$ cat src/rtl/ras_pkg.sv
// Package: shared jump-kind code and link-register test for the
// return address stack. Assumes a RISC-V style register numbering.
package ras_pkg;

    typedef enum logic [1:0] {
        JK_NONE   = 2'b00,
        JK_BRANCH = 2'b01,
        JK_JAL    = 2'b10,
        JK_JALR   = 2'b11
    } jkind_e;

    // True for the two registers used as link registers (x1, x5).
    function automatic logic is_link(input logic [4:0] r);
        return (r == 5'd1) || (r == 5'd5);
    endfunction

endpackage

$ cat src/rtl/ras_classify.sv
// Module: ras_classify
// Purely combinational decoder. Sorts one instruction into a jump kind,
// a call flag and a has-return flag (return or return-call).
// Assumes compressed forms sit in bits 15:0 with bits 1:0 != 2'b11.
module ras_classify
    import ras_pkg::*;
(
    input  logic [31:0] instr,
    output jkind_e      kind,
    output logic        is_rvc,
    output logic        is_call,
    output logic        has_ret
);

    logic [4:0] rd;
    logic [4:0] rs;
    logic       ret_only;
    logic       ret_call;

    // Decode jump kind and register fields for both encodings.
    always_comb begin
        kind   = JK_NONE;
        rd     = 5'd0;
        rs     = 5'd0;
        is_rvc = (instr[1:0] != 2'b11);
        if (is_rvc) begin
            if (instr[1:0] == 2'b01 && instr[15:13] == 3'b101) begin
                kind = JK_JAL;
            end else if (instr[1:0] == 2'b01 && instr[15:14] == 2'b11) begin
                kind = JK_BRANCH;
            end else if (instr[1:0] == 2'b10 && instr[15:13] == 3'b100 &&
                         instr[6:2] == 5'd0 && instr[11:7] != 5'd0) begin
                kind = JK_JALR;
            end
            rd = instr[12] ? 5'd1 : 5'd0;
            rs = (kind == JK_JAL) ? 5'd0 : instr[11:7];
        end else begin
            if (instr[6:0] == 7'b1101111) begin
                kind = JK_JAL;
            end else if (instr[6:0] == 7'b1100111 && instr[14:12] == 3'b000) begin
                kind = JK_JALR;
            end else if (instr[6:0] == 7'b1100011) begin
                kind = JK_BRANCH;
            end
            rd = instr[11:7];
            rs = instr[19:15];
        end
    end

    // Derive call, return and return-call flags from the fields.
    always_comb begin
        is_call  = ((kind == JK_JAL && !is_rvc) || kind == JK_JALR) && is_link(rd);
        ret_only = (kind == JK_JALR) && is_link(rs) && !is_call;
        ret_call = (kind == JK_JALR) && is_link(rs) && is_link(rd) && (rs != rd);
        has_ret  = ret_only || ret_call;
    end

endmodule

$ cat src/rtl/ras_stack.sv
// Module: ras_stack
// Circular return-address storage with a top pointer and an occupancy
// count. Push when full overwrites the oldest entry; pop when empty is
// ignored; push and pop together replace the top entry in place.
// Assumes push/pop are already qualified by the caller.
module ras_stack #(
    parameter int DEPTH  = 16,
    parameter int ADDR_W = 32
) (
    input  logic              clk,
    input  logic              rst_n,
    input  logic              flush,
    input  logic              push,
    input  logic              pop,
    input  logic [ADDR_W-1:0] push_addr,
    output logic              top_valid,
    output logic [ADDR_W-1:0] top_addr
);

    localparam int PTR_W = (DEPTH > 1) ? $clog2(DEPTH) : 1;
    localparam int CNT_W = $clog2(DEPTH + 1);
    localparam logic [PTR_W-1:0] LAST = PTR_W'(DEPTH - 1);
    localparam logic [CNT_W-1:0] FULL = CNT_W'(DEPTH);

    logic [ADDR_W-1:0] mem [DEPTH];
    logic [PTR_W-1:0]  ptr;      // next free slot
    logic [CNT_W-1:0]  count;
    logic [PTR_W-1:0]  top_idx;

    function automatic logic [PTR_W-1:0] ptr_inc(input logic [PTR_W-1:0] p);
        return (p == LAST) ? '0 : p + PTR_W'(1);
    endfunction

    function automatic logic [PTR_W-1:0] ptr_dec(input logic [PTR_W-1:0] p);
        return (p == '0) ? LAST : p - PTR_W'(1);
    endfunction

    // Locate the newest entry and present it.
    always_comb begin
        top_idx   = ptr_dec(ptr);
        top_valid = (count != '0);
        top_addr  = mem[top_idx];
    end

    // Update storage, pointer and count for push, pop or both.
    always_ff @(posedge clk) begin
        if (!rst_n) begin
            ptr   <= '0;
            count <= '0;
            for (int i = 0; i < DEPTH; i++) mem[i] <= '0;
        end else if (flush) begin
            ptr   <= '0;
            count <= '0;
        end else if (push && pop && count != '0) begin
            mem[top_idx] <= push_addr;
        end else if (push) begin
            mem[ptr] <= push_addr;
            ptr      <= ptr_inc(ptr);
            if (count != FULL) count <= count + CNT_W'(1);
        end else if (pop && count != '0) begin
            ptr   <= ptr_dec(ptr);
            count <= count - CNT_W'(1);
        end
    end

    p_depth_bound_r9: assert property (@(posedge clk) disable iff (!rst_n)
        count <= FULL);

    p_flush_empties_r11: assert property (@(posedge clk) disable iff (!rst_n)
        flush |=> (count == '0));

    p_retcall_keeps_depth_r8: assert property (@(posedge clk) disable iff (!rst_n)
        (!flush && push && pop && count != '0) |=> (count == $past(count)));

    p_push_grows_r6: assert property (@(posedge clk) disable iff (!rst_n)
        (!flush && push && !pop && count != FULL) |=> (count == $past(count) + CNT_W'(1)));

    p_empty_pop_holds_r10: assert property (@(posedge clk) disable iff (!rst_n)
        (!flush && pop && !push && count == '0) |=> ($stable(ptr) && count == '0));

endmodule

$ cat src/rtl/ras_predictor.sv
// Module: ras_predictor (top)
// Single-instruction return address predictor: classifies the incoming
// instruction, pushes the next sequential address on calls, pops on
// returns and does both at once for a return-call. The target output is
// combinational from stored state and valid only in the return cycle.
module ras_predictor
    import ras_pkg::*;
#(
    parameter int DEPTH  = 16,
    parameter int ADDR_W = 32
) (
    input  logic              clk,
    input  logic              rst_n,
    input  logic              flush,
    input  logic              in_valid,
    input  logic [31:0]       in_instr,
    input  logic [ADDR_W-1:0] in_pc,
    output logic              tgt_valid,
    output logic [ADDR_W-1:0] tgt_addr,
    output logic [1:0]        cls_kind,
    output logic              cls_call,
    output logic              cls_has_ret
);

    jkind_e            kind;
    logic              is_rvc;
    logic              is_call;
    logic              has_ret;
    logic              do_push;
    logic              do_pop;
    logic [ADDR_W-1:0] ret_addr;
    logic              top_valid;
    logic [ADDR_W-1:0] top_addr;

    ras_classify u_cls (
        .instr   (in_instr),
        .kind    (kind),
        .is_rvc  (is_rvc),
        .is_call (is_call),
        .has_ret (has_ret)
    );

    // Qualify stack actions and form the sequential return address.
    always_comb begin
        do_push  = in_valid && is_call;
        do_pop   = in_valid && has_ret;
        ret_addr = in_pc + (is_rvc ? ADDR_W'(2) : ADDR_W'(4));
    end

    ras_stack #(
        .DEPTH  (DEPTH),
        .ADDR_W (ADDR_W)
    ) u_stk (
        .clk       (clk),
        .rst_n     (rst_n),
        .flush     (flush),
        .push      (do_push),
        .pop       (do_pop),
        .push_addr (ret_addr),
        .top_valid (top_valid),
        .top_addr  (top_addr)
    );

    // Drive the prediction and classifier outputs.
    always_comb begin
        tgt_valid   = do_pop && top_valid;
        tgt_addr    = top_addr;
        cls_kind    = kind;
        cls_call    = is_call;
        cls_has_ret = has_ret;
    end

    p_target_on_return_r7: assert property (@(posedge clk) disable iff (!rst_n)
        tgt_valid |-> (in_valid && cls_has_ret));

    p_hasret_is_jalr_r4: assert property (@(posedge clk) disable iff (!rst_n)
        cls_has_ret |-> (cls_kind == 2'b11));

    p_no_action_idle_r12: assert property (@(posedge clk) disable iff (!rst_n)
        !in_valid |-> !tgt_valid);

endmodule

$ cat config.mk
export PLATFORM = sky130hd
export DESIGN_NAME = ras_predictor
export DESIGN_NICKNAME = d
export VERILOG_FILES = /design/src/rtl/ras_pkg.sv /design/src/rtl/ras_classify.sv /design/src/rtl/ras_stack.sv /design/src/rtl/ras_predictor.sv
export SDC_FILE = /design/constraint.sdc
export NUM_CORES = 1
export LEC_CHECK = 0
export ABC_AREA = 1
export BUFFER_PORTS_ARGS = -buffer_cell sky130_fd_sc_hd__buf_2
export CELL_PAD_IN_SITES_DETAIL_PLACEMENT = 1
export CELL_PAD_IN_SITES_GLOBAL_PLACEMENT = 1
export CORE_MARGIN = 1
export CORE_UTILIZATION = 44
export CTS_BUF_LIST = sky130_fd_sc_hd__clkbuf_8 sky130_fd_sc_hd__clkbuf_16
export CTS_CLUSTER_DIAMETER = 150
export DETAILED_ROUTE_END_ITERATION = 12
export PLACE_DENSITY = 0.81
export SLEW_MARGIN = 20
export SYNTH_ARGS = -nofsm -noshare
export SYNTH_HDL_FRONTEND = slang
export SYNTH_SLANG_ARGS = --single-unit
$ cat constraint.sdc
create_clock -name clk -period 3.1 [get_ports clk]
set_input_delay 0.155 -clock clk [delete_from_list [all_inputs] [get_ports clk]]
set_output_delay 0.155 -clock clk [all_outputs]
set_load 0.05 [all_outputs]
-- After elaboration in Yosys (flattened, before gate mapping)
Memory sizes are Yosys's and may differ from the RTL's.
Index checks and enable logic that the tools add are counted.
W data, S select, Z words.
- logic and storage cells: 100
- output and inout bits: 37
- memories: 1
- register bits after elaboration: 9
- input port bits: 68
- memory bits (writable): 512
- mux-type cells: 36
- reductions and logical operators: 34
- add/subtract/negate cells: 5
- equality and inequality tests: 20
- bitwise gates (word level): 2
- memories (memory ; words ; width ; rd ports ; clocked after Yosys merged registers in ; wr ports ; line ; source):
    u_stk.mem ; 16 ; 32 ; 1 ; 0 ; 16 ; ras_stack.sv:25 ; logic [ADDR_W-1:0] mem [DEPTH];
- operator list (cell ; number):
    $mux W32 ; 2
    $reduce_or A32 Y1 ; 2
    $add A32 B3 Y32 ; 1
    $mux W5 ; 6
    $mux W4 ; 6
    $eq A7 B7 Y1 const B ; 3
    $logic_and A1 B1 Y1 ; 17
    $mux W1 ; 14
    $mux W2 ; 7
    $eq A2 B2 Y1 const B ; 5
    $eq A5 B1 Y1 const B ; 2
    $eq A5 B3 Y1 const B ; 2
    $reduce_bool A5 Y1 ; 2
    $eq A3 B3 Y1 const B ; 2
    $add A5 B1 Y5 const B ; 1
    $logic_not A5 Y1 ; 1
    $ne A5 B5 Y1 ; 1
    $ne A5 B5 Y1 const B ; 1
    $sub A5 B1 Y5 const B ; 1
    $add A4 B1 Y4 const B ; 1
    $eq A4 B4 Y1 const B ; 1
    $logic_not A4 Y1 ; 1
    $logic_or A1 B1 Y1 ; 4
    $ne A2 B2 Y1 const B ; 2
    10 further kinds ; 12

-- Longest topological paths before layout
- word-level depth: 27
- depth in mapped cells: 18
- depth with buffers taken out: 17

-- Modules after synthesis
Synthesis repeated with hierarchy kept, for this count alone.
- cell total of the unflattened synthesis: 2933
- area, all modules: 26995.9 um^2
- by module, submodules not included (module ; times used ; sequential area each (um^2) ; area each (um^2) ; cells an instance):
    ras_stack ; 1 ; 15554.9 ; 25577.0 ; 2644
    ras_predictor ; 1 ; 0.0 ; 965.9 ; 190
    ras_classify ; 1 ; 0.0 ; 452.9 ; 99

-- Worst setup path after synthesis
OpenSTA, ideal clock, no wires.
- path type: input to register
- start: input port in_instr[2]
- end: memory u_stk.mem[11][0] (enable)
- required time: 2711 ps
- setup slack: -146 ps
- setup time: 389 ps
- arrival time: 2856 ps
- path buffers: 1
- stages on the path: 15
- cell sequence: nor2_1 and2_1 nand2_1 nor2_2 nor2_1 nor2_8 nand3_4 nor2_8 nand2_2 nand2_1 nand2_1 a21oi_2 nand2_2 buf_6 nand2_1
- RTL lines (item ; line ; source):
    start, declared ; ras_predictor.sv:16 ; input logic [31:0] in_instr,
    end, declared ; ras_stack.sv:25 ;

-- Final worst setup path
- start: register u_stk.ptr[0]
- end: output port tgt_addr[31]
- longest elaborated chain between the ends: 3
- elaborated cells on any way between the ends: 4
- those cells by class: add/sub: 1; mux: 1; reduce/logical: 1; memory: 1
- ends and longest elaborated chain (item ; line ; source):
    start, declared ; ras_stack.sv:26 ; logic [PTR_W-1:0] ptr;
    start signal, assigned ; ras_stack.sv:58 ; ptr <= ptr_inc(ptr);
    start signal, assigned ; ras_stack.sv:61 ; ptr <= ptr_dec(ptr);
    $sub A4 B1 Y4 / $logic_not A4 Y1 (equally long branches) ; ras_stack.sv:35 ; return (p == '0) ? LAST : p - PTR_W'(1);
    $mux W4 * ; ras_stack.sv:35 ;
    $mem_v2 Z16 W32 * ; n/a ;
    end, declared ; ras_predictor.sv:19 ; output logic [ADDR_W-1:0] tgt_addr,
Mark *: on every way between the ends. The rest lies on a longest branch, timed or not.

==> impl_metrics.yaml <==
outcome:
  status: "complete, but fails checks"
  violations: "negative setup slack"
critical_path:
  rr_worst_depth: 13
  path_class: "flop to output port"
  critPathSlowestCell: "o211ai_1"
  worstPathCellList: "inv_6 > ha_4 > nand2_4 > nor2_4 > nor2_4 > buf_12 > buf_12 > buf_16 > nor2_1 > o22ai_1 > o211ai_1 > nand2_1 > buf_6"
  crit_path_end_kind: "output port"
  cpPeakStageDelay_ps: 470
  setup.worst_path.start_class: "flop"
  crit_required_ps: 2940
  arrival_ps: 3080
  worstPathMaxFanout: 48
cts:
  cts.clk_slew.worst_paths_ps: 60
  cts_buffer_depth: 3
  clock-root-buffer: "clkbuf_16"
  tritoncts: "done"
  insertion_delay_ps: 620
  cts_num_sinks: 521
  htreeDepth: 2
  cts_buffers: 53
finish:
  most-common-layout-cells: "nor2_1 (797), edfxtp_1 (512), o21ai_0 (236)"
  area_delta_synth_final_pct: 19.71
  seqCellArea_mm2: 0.01557
  fin_area_mm2: 0.02880
  final_layout_size_suffix_gt1_frac: 0.1630
  fin_util: 0.5341
  final_common_cell: "nor2_1"
  antenna_cells: 0
  multi_input_area_mm2: 0.007645
  nFillCells: 5690
  fin_nets: 2508
global_route:
  antenna_found_initial: 0
  grt_first_pass_wirelength_um: 129600
  grt_max_degree: 86
  gr-total-overflow: 0
  grt_pass1_vias: 21320
  grt_usage: 0.3137
  met3_usage: 0.07045
  use_met2: 0.5306
  grtUsageMet1: 0.3741
  top_usage_layer: "met2"
route:
  routedWlPerCell_um: 28.18
  dr.pass1.iters: 5
  drt-total-wl_um: 89270
  drt-vias-per-instance: 6.324
  drtIter0Drc: 2276
  vias: 20040
  drc: 0
  ant_nets: 0
logic_synthesis:
  synthArstFlopShare: 0
  synth_ff_type: "edfxtp_1"
  yosysUniqueCellTypes: 39
  syn_area_per_cell_um2: 10.33
  ys_ff_latch: 521
  ys_seq_area_frac: 0.6465
  synth_edf_count: 512
  syn-instance-count: 2329
  syn_area_mm2: 0.02406
  syn_nets: 2407
  yosys_warnings: 0
sta:
  finalCriticalPeriod_ps: 3236
  fin_skew_ps: 23.99
  finalMaxSlewViolations: 0
  rsz0062_at_grt: "true"
  hold_viol_final: 0
  slew_headroom: 0.2986
  max_freq_mhz: 309.0
  setup_ws_ps: -135.8
  worst_pin_slew_ps: 1042
  min_period_over_period: 1.044
  timing.setup.tns_ps: -198.2
  setup_viol_count_final: 2
floorplan:
  row_count: 85
  start_util: 0.4462
  num_io_pins: 105
  die_h_um: 235.8
  core_mm2: 0.05392
  dieArea_mm2: 0.05562
  die_x_um: 235.8
placement:
  dpl_cell_area_mm2: 0.02631
  dp_slack_ps: -389.1
  hpwlAfterDp_um: 48320
  io_buffers: 92
  place.gp.congestion: 0.8131
pwr:
  total_power_mw: 15.19
  leakagePower_nw: 11.24
  ir_worst_vdd_mv: 0.3191
  power_density_mw_per_mm2: 527.6
run:
  drv_cap: 0
hold_path:
  min_path_cells: 5
  min-delay-path-class: "input port to flop"
-- cells by family (layout without fill, tap and decap cells) --
family                     after synthesis  count (layout)  share of synthesized area
adders and majority gates               10              10                   0.005825
buffers and inverters                  264             407                    0.04530
and+or+nand+nor                       1021            1021                     0.1696
AOI/OAI and AO/OA                      480             480                     0.1207
DFF                                    521             521                     0.6465
xor gates and xnor gates                33              33                    0.01201
-- power breakdown --
part | total (mW) | switching [mW] | leakage (nW) | internal (mW)
logic | 0.958 | 0.678 | 5.04 | 0.280
clock network | 6.23 | 2.78 | 0.846 | 3.45
registers | 8.01 | 0.0754 | 5.36 | 7.93
-- flip-flops by register name (all words and copies together), names as in the netlist --
signal       flops
u_stk.ptr        4
u_stk.mem      512
u_stk.count      5
-- worst paths after layout --
check	start	end	slack, ps
min reg2reg	u_stk.count[3]$_SDFFE_PP0P_	u_stk.count[3]$_SDFFE_PP0P_	480
min	in_valid	u_stk.count[4]$_SDFFE_PP0P_	10
max reg2reg	u_stk.count[2]$_SDFFE_PP0P_	u_stk.mem[0][1]$_SDFFCE_PN0P_	320
max	u_stk.ptr[0]$_SDFFE_PP0P_	tgt_addr[31]	-140
-- synthesized netlist by cell type, types with 3 or more instances --
| library cell | n | area [µm²] |
|---|---|---|
| nor4_1 | 6 | 37.54 |
| xnor2_1 | 14 | 122.6 |
| o21ai_0 | 270 | 1351 |
| nor2_2 | 5 | 31.28 |
| a21oi_1 | 10 | 50.05 |
| o22ai_1 | 64 | 400.4 |
| nand2_1 | 123 | 461.7 |
| nand3_1 | 29 | 145.1 |
| clkbuf_1 | 135 | 506.7 |
| nor2_4 | 3 | 33.78 |
| o221ai_1 | 64 | 560.5 |
| xor2_1 | 19 | 166.4 |
| buf_1 | 4 | 15.01 |
| inv_1 | 73 | 274.0 |
| buf_2 | 43 | 215.2 |
| ha_1 | 8 | 100.1 |
| inv_2 | 3 | 11.26 |
| o211ai_1 | 64 | 480.5 |
| nand4_1 | 14 | 87.58 |
| dfxtp_1 | 9 | 180.2 |
| edfxtp_1 | 512 | 15370 |
| nand2_2 | 14 | 87.58 |
| nor2_1 | 805 | 3022 |
| nor3_1 | 10 | 50.05 |
| buf_6 | 6 | 67.56 |
-- area by class of cell --
| type | instances | area share |
|---|---|---|
| Clock buffer | 55 | 0.04779 |
| Clock inverter | 42 | 0.009384 |
| Inverter | 76 | 0.01112 |
| Multi-Input combinational cell | 1544 | 0.2654 |
| Sequential cell | 521 | 0.5405 |
| Tap cell | 696 | 0.03024 |
| Timing Repair Buffer | 234 | 0.09557 |
-- what timing repair did --
action / 4_1_cts / 5_1_grt
buffers inserted: 7 / 4
cloned: 8 / 4
gates resized for setup: 73 / 79
pin swaps: 17 / 36
hold endpoints to repair: 7 / 0
endpoints found under the setup margin: 32 / 27
hold buffers: 1 / 0
-- critical path: cells and delay by family (launching register included) --
family,cells,cell delay [ps]
fa+ha+maj,1,150
flops,1,360
simple gates,5,540
buf+inv,5,770
compound gates,2,630
-- per-layer routing --
layer	vias to the layer above	part of all wire
met4	0	0.054
met2	1186	0.49
met1	10150	0.36
met5	-	0
li1	8378	-
met3	324	0.099
-- through the flow --
| stage | cells | hold slack (ps) |
|---|---|---|
| finish | 3168 | 13.10 |
| global route | 3168 | 67.31 |
| CTS | 3160 | 0.1020 |
| detailed placement | 3047 | 473.0 |
| global placement | 3047 | 460.2 |
| floorplan | 2329 | 375.9 |
(Power assumes the default switching activity.)
